--- src/rtl/tdpd_pkg.sv ---
package tdpd_pkg;

    typedef enum logic [1:0] {
        XS_IDLE  = 2'd0,
        XS_OWNER = 2'd1,
        XS_LOAN  = 2'd2
    } xfer_state_e;

    // Rank of a core within a slot: the slot owner ranks highest,
    // followed by the cores after it in circular order.
    function automatic int unsigned core_rank(input int unsigned slot,
                                              input int unsigned core,
                                              input int unsigned n_cores);
        return n_cores - 1 - ((core + n_cores - slot) % n_cores);
    endfunction

endpackage

--- src/rtl/tdpd_slot_timer.sv ---
module tdpd_slot_timer #(
    parameter int unsigned N_CORES  = 4,
    parameter int unsigned SLOT_LEN = 3,
    parameter int unsigned SW       = 2,
    parameter int unsigned PW       = 2
) (
    input  logic          clk,
    input  logic          rst_n,
    output logic [SW-1:0] slot_q,
    output logic [PW-1:0] pos_q,
    output logic [SW-1:0] slot_nx,
    output logic [PW-1:0] pos_nx
);

    localparam logic [PW-1:0] POS_LAST  = PW'(SLOT_LEN - 1);
    localparam logic [SW-1:0] SLOT_LAST = SW'(N_CORES - 1);

    always_comb begin
        if (pos_q == POS_LAST) begin
            pos_nx  = '0;
            slot_nx = (slot_q == SLOT_LAST) ? '0 : slot_q + 1'b1;
        end else begin
            pos_nx  = pos_q + 1'b1;
            slot_nx = slot_q;
        end
    end

    always_ff @(posedge clk or negedge rst_n) begin
        if (!rst_n) begin
            pos_q  <= '0;
            slot_q <= '0;
        end else begin
            pos_q  <= pos_nx;
            slot_q <= slot_nx;
        end
    end

endmodule

--- src/rtl/tdpd_eligible.sv ---
module tdpd_eligible #(
    parameter int unsigned N_CORES  = 4,
    parameter int unsigned SLOT_LEN = 3,
    parameter int unsigned MAX_ACC  = 3,
    parameter int unsigned SW       = 2,
    parameter int unsigned PW       = 2
) (
    input  logic [N_CORES-1:0] req,
    input  logic               pd_mode,
    input  logic [SW-1:0]      slot_nx,
    input  logic [PW-1:0]      pos_nx,
    output logic [N_CORES-1:0] elig
);

    // Last slot position from which a longest transfer still fits.
    localparam int unsigned WIN_LAST = SLOT_LEN - MAX_ACC;

    logic in_win;
    assign in_win = (32'(pos_nx) <= WIN_LAST);

    for (genvar c = 0; c < N_CORES; c++) begin : g_core
        logic owner_here;
        assign owner_here = (slot_nx == SW'(c));
        assign elig[c]    = req[c] & in_win & (pd_mode | owner_here);
    end

endmodule

--- src/rtl/tdpd_rank_pick.sv ---
module tdpd_rank_pick
    import tdpd_pkg::*;
#(
    parameter int unsigned N_CORES = 4,
    parameter int unsigned SW      = 2
) (
    input  logic [N_CORES-1:0] elig,
    input  logic [SW-1:0]      slot_nx,
    output logic [N_CORES-1:0] pick,
    output logic               pick_any,
    output logic               pick_owner
);

    int unsigned best_rank;
    int unsigned best_idx;
    int unsigned this_rank;
    logic        found;

    always_comb begin
        best_rank = 0;
        best_idx  = 0;
        this_rank = 0;
        found     = 1'b0;
        for (int c = 0; c < int'(N_CORES); c++) begin
            if (elig[c]) begin
                this_rank = core_rank(32'(slot_nx), 32'(c), N_CORES);
                // strict compare keeps the lower index on equal rank
                if (!found || this_rank > best_rank) begin
                    found     = 1'b1;
                    best_rank = this_rank;
                    best_idx  = 32'(c);
                end
            end
        end
        for (int c = 0; c < int'(N_CORES); c++) begin
            pick[c] = found && (best_idx == 32'(c));
        end
        pick_any   = found;
        pick_owner = found && (best_idx == 32'(slot_nx));
    end

endmodule

--- src/rtl/tdpd_bus_arbiter.sv ---
module tdpd_bus_arbiter
    import tdpd_pkg::*;
#(
    parameter int unsigned N_CORES  = 4,
    parameter int unsigned SLOT_LEN = 3,
    parameter int unsigned MAX_ACC  = 3,
    localparam int unsigned SW = (N_CORES > 1) ? $clog2(N_CORES) : 1,
    localparam int unsigned PW = (SLOT_LEN > 1) ? $clog2(SLOT_LEN) : 1
) (
    input  logic               clk,
    input  logic               rst_n,
    input  logic               pd_mode,
    input  logic [N_CORES-1:0] req,
    input  logic               tgt_done,
    output logic [N_CORES-1:0] grant,
    output logic [SW-1:0]      cur_slot
);

    logic [SW-1:0]      slot_nx;
    logic [PW-1:0]      slot_pos;
    logic [PW-1:0]      pos_nx;
    logic [N_CORES-1:0] elig;
    logic [N_CORES-1:0] pick;
    logic               pick_any;
    logic               pick_owner;

    xfer_state_e        state_q, state_d;
    logic [N_CORES-1:0] grant_q, grant_d;
    logic               launch;

    tdpd_slot_timer #(
        .N_CORES (N_CORES),
        .SLOT_LEN(SLOT_LEN),
        .SW      (SW),
        .PW      (PW)
    ) u_timer (
        .clk    (clk),
        .rst_n  (rst_n),
        .slot_q (cur_slot),
        .pos_q  (slot_pos),
        .slot_nx(slot_nx),
        .pos_nx (pos_nx)
    );

    tdpd_eligible #(
        .N_CORES (N_CORES),
        .SLOT_LEN(SLOT_LEN),
        .MAX_ACC (MAX_ACC),
        .SW      (SW),
        .PW      (PW)
    ) u_elig (
        .req    (req),
        .pd_mode(pd_mode),
        .slot_nx(slot_nx),
        .pos_nx (pos_nx),
        .elig   (elig)
    );

    tdpd_rank_pick #(
        .N_CORES(N_CORES),
        .SW     (SW)
    ) u_pick (
        .elig      (elig),
        .slot_nx   (slot_nx),
        .pick      (pick),
        .pick_any  (pick_any),
        .pick_owner(pick_owner)
    );

    // A new transfer may be decided when the bus is free or frees at this edge.
    assign launch = (state_q == XS_IDLE) || tgt_done;

    always_comb begin
        state_d = state_q;
        grant_d = grant_q;
        unique case (state_q)
            XS_IDLE: begin
                if (pick_any) begin
                    state_d = pick_owner ? XS_OWNER : XS_LOAN;
                end
            end
            XS_OWNER, XS_LOAN: begin
                if (tgt_done) begin
                    if (pick_any) begin
                        state_d = pick_owner ? XS_OWNER : XS_LOAN;
                    end else begin
                        state_d = XS_IDLE;
                    end
                end
            end
            default: state_d = XS_IDLE;
        endcase
        if (launch) begin
            grant_d = pick;
        end
    end

    // state register
    always_ff @(posedge clk or negedge rst_n) begin
        if (!rst_n) begin
            state_q <= XS_IDLE;
        end else begin
            state_q <= state_d;
        end
    end

    // output register
    always_ff @(posedge clk or negedge rst_n) begin
        if (!rst_n) begin
            grant_q <= '0;
        end else begin
            grant_q <= grant_d;
        end
    end

    assign grant = grant_q;

endmodule

--- config.mk ---
export PLATFORM = sky130hd
export DESIGN_NAME = tdpd_bus_arbiter
export DESIGN_NICKNAME = d
export VERILOG_FILES = /design/src/rtl/tdpd_pkg.sv /design/src/rtl/tdpd_slot_timer.sv /design/src/rtl/tdpd_eligible.sv /design/src/rtl/tdpd_rank_pick.sv /design/src/rtl/tdpd_bus_arbiter.sv
export SDC_FILE = /design/constraint.sdc
export NUM_CORES = 1
export LEC_CHECK = 0
export ABC_AREA = 0
export BUFFER_PORTS_ARGS = -buffer_cell sky130_fd_sc_hd__buf_2
export CORE_ASPECT_RATIO = 1.1
export CORE_MARGIN = 2
export CORE_UTILIZATION = 35
export DETAILED_ROUTE_END_ITERATION = 8
export PLACE_DENSITY = 0.64
export RECOVER_POWER = 100
export SLEW_MARGIN = 20
export SYNTH_ARGS = -nofsm -noshare
export SYNTH_HDL_FRONTEND = slang
export SYNTH_SLANG_ARGS = --single-unit
--- constraint.sdc ---
create_clock -name clk -period 4.2 [get_ports clk]
set_input_delay 0.21 -clock clk [delete_from_list [all_inputs] [get_ports clk]]
set_output_delay 0.21 -clock clk [all_outputs]
set_load 0.02 [all_outputs]
==> flow_metrics.tcl <==
set metrics [dict create \
    outcome "finished clean" \
    yosys-top-cells-count "nand2_1, dfrtp_1, ha_1, nor2_1" \
    synth_area_leaders "dfrtp_1, ha_1, nand2_1" \
    core_region_area_mm2 0.00250 \
    power.leakage_uw 0.000473 \
    holdCritPathClass "in -> reg" \
    drt-wirelength-per-cell_um 12.0 \
    synthDistinctLibCells 38 \
    synth_ff_type "dfrtp_1" \
    timing.critical_path.required_ps 4340 \
    groute.usage.overall_pct 13.7 \
    period_share_pct 92.2 \
    dr.first_iter.drc_count 15 \
    peak_supply_drop_mv 0.187 \
    yosys_warnings 0 \
    floorplan.rows 19 \
    critPathLaunchType "register" \
    dpl.cell_count 150 \
    whs_path_cells 3 \
    antenna_cells 0 \
    ys_seq_elements 10 \
    preCtsSetupSlack_ps 124 \
    timing_max_transition_violations_final 0 \
    htree_levels 1 \
    cp_max_fo 5 \
    ctsRootBufferMaster "clkbuf_4" \
    ys_async_sr_fraction_pct 100 \
    clock-skew-final_ps 3.73 \
    grt_antenna_before_repair 0 \
    ff2ff_path_depth 21 \
    setup.worst_path.end_class "register" \
    route.antenna.remaining_nets 0 \
    criticalPathCategory "reg -> reg" \
    timing.max_cap.violations 0 \
    detail_route.first_pass.iterations 4 \
    grt_start_max_net_pins 13 \
    final_net_count 140 \
    min_period_ps 3870 \
    total_count_of_hold_check_failures_in_the_final_report 0 \
    final_cell_count_no_fill 155 \
    post_dp_cell_area_mm2 0.00102 \
    post_synth_edffs 0 \
    die_y_um 57.7 \
    setup-violations-final 0 \
    p_per_area_mw_per_mm2 277 \
    min_to "grant[1]$_DFFE_PN0P_" \
    wirelength_um 1860 \
    global_route.overflow_total 0 \
    tritoncts_clock_tree "yes" \
    synth.yosys.seq_area_share_pct 27.2 \
    cts_sinks 10 \
    synth_most_common_cell "nand2_1" \
    dp.final_hpwl_um 1480 \
    hp-start "req[1]" \
    final_core_utilization_pct 42.5 \
    io_pins 14 \
    vias_per_cell 5.34 \
    initial_core_util_pct 36.8 \
    postCtsSetupRepairBufs 0 \
    reg2reg_setup_slack_ps 330 \
    reg2reg_from "u_timer.slot_q[1]$_DFF_PN0_" \
    gp_congestion 0.795 \
    clk_transition_reported_paths_ps 70 \
    total_number_of_vias 828 \
    die_width_um 52.8 \
    r2r-end "state_q[1]$_DFFE_PN0P_" \
    post_route_cells_drive_above_1_share_pct 19.4 \
    layout.cell_area.non_filler_mm2 0.00106 \
    post_synth_instance_area_um2 918 \
    max_slew_margin_pct 64.2 \
    synthCells 106 \
    syn_area_per_cell_um2 8.66 \
    clock_insertion_delay_worst_skew_ps 260 \
    cts.path.max_buffers 2 \
    grt_first_pass_wirelength_um 3160 \
    drc 0 \
    grt_setup_unrepaired "false" \
    area_delta_synth_final_pct 15.4 \
    buffer_ports.inserted 13 \
    critPathArrivalTime_ps 4020 \
    timing_worst_slew_pin_value_ps 537 \
    floorplan.die_area_mm2 0.00305 \
    fmax_ghz 0.258 \
    setup_tns_ps 0 \
    synth_area_leader_cell "dfrtp_1" \
    vias_in_the_first_global_route 753 \
    synth.net_count 121 \
    numCtsBuffers 3 \
    synth_top_area_share_pct 27.2 \
    setup_slack_ps 327 \
]
[critical path, cell delays in order (launching register included)]
cell	delay, ps
dfrtp_1	420
ha_1	320
mux2i_1	200
inv_1	130
nand3_1	90
o21ai_0	80
a22o_1	250
nand2_1	70
ha_1	220
nor2b_1	130
o21ai_0	200
nand2_1	110
and3_1	190
a31oi_1	130
ha_1	260
nor2b_1	140
o21ai_2	170
a21o_1	160
a21o_1	90
nand3_1	100
a32oi_1	200
o21ai_0	100
[state kept, by name (all words and copies together) (netlist names)]
| signal | cells |
|---|---|
| u_timer.pos_q | 2 |
| u_timer.slot_q | 2 |
| state_q | 2 |
| grant | 4 |
[through the flow]
step / hold WS, ps / power [uW]
CTS: 277 / 298
global placement: 78.2 / 205
floorplan: -85.6 / 186
finish: 286 / 294
global route: 300 / 313
detailed placement: 81.6 / 210
[kinds of logic after synthesis]
| family | after synthesis | synth area share, % |
|---|---|---|
| AOI/OAI and AO/OA | 30 | 23.4 |
| DFF | 10 | 27.2 |
| buffers and inverters | 10 | 5.72 |
| adders and majority gates | 7 | 9.54 |
| muxes | 7 | 8.45 |
| xor gates and xnor gates | 2 | 1.91 |
| and+or+nand+nor | 40 | 23.7 |
[report_power, final]
part	switching (uW)	internal, uW	total (uW)
registers	9.45	109	119
clock network	33.8	52.6	86.4
logic	48.8	40.0	88.9
total	92.1	202	294
[repair_timing]
action                                  4_1_cts  5_1_grt
hold endpoints to repair                     10        0
endpoints found under the setup margin        0        4
resized for setup                             0        2
hold buffers                                  1        0
[layout make-up]
cell class	instances	area (um2)
Inverter	6	22.5
Clock buffer	4	36.3
Sequential cell	10	250
Multi-Input combinational cell	86	619
Fill cell	283	1440
Timing Repair Buffer	18	92.6
Tap cell	31	38.8
[cells in the final DEF (no fill, tap or decap), types with 2 or more instances in the layout]
cell type,instances
nand2_1,13
dfrtp_1,10
clkbuf_1,8
nor2_1,7
ha_1,7
inv_1,6
buf_2,6
nor2b_1,5
o21ai_0,5
mux2i_1,4
a21oi_1,4
nand3_1,3
a21o_1,3
clkbuf_4,3
buf_4,3
xnor2_1,2
o21ai_1,2
o211a_1,2
mux2_2,2
a22o_1,2
and3_1,2
a31oi_1,2
a21oi_2,2
nand2b_1,2
o31ai_1,2
[how the worst max path moves through the flow]
stage,startpoint,end,slack (ps),cells after the start
floorplan,u_timer.slot_q[0]$_DFF_PN0_,state_q[1]$_DFFE_PN0P_,190,22
global placement,u_timer.slot_q[1]$_DFF_PN0_,state_q[0]$_DFFE_PN0P_,250,20
detailed placement,u_timer.slot_q[1]$_DFF_PN0_,state_q[1]$_DFFE_PN0P_,120,21
CTS,u_timer.slot_q[1]$_DFF_PN0_,state_q[1]$_DFFE_PN0P_,120,21
global route,u_timer.slot_q[1]$_DFF_PN0_,state_q[1]$_DFFE_PN0P_,40,21
finish,u_timer.slot_q[1]$_DFF_PN0_,state_q[1]$_DFFE_PN0P_,330,21
[metal layers]
layer,track usage (%),vias up,share of wire (%)
met1,16.3,394,46
li1,-,422,-
met4,6.59,0,1.2
met3,2.32,2,2.0
met5,0,-,0
met2,23.4,10,51
No activity file was read; power rests on OpenSTA's default activity.
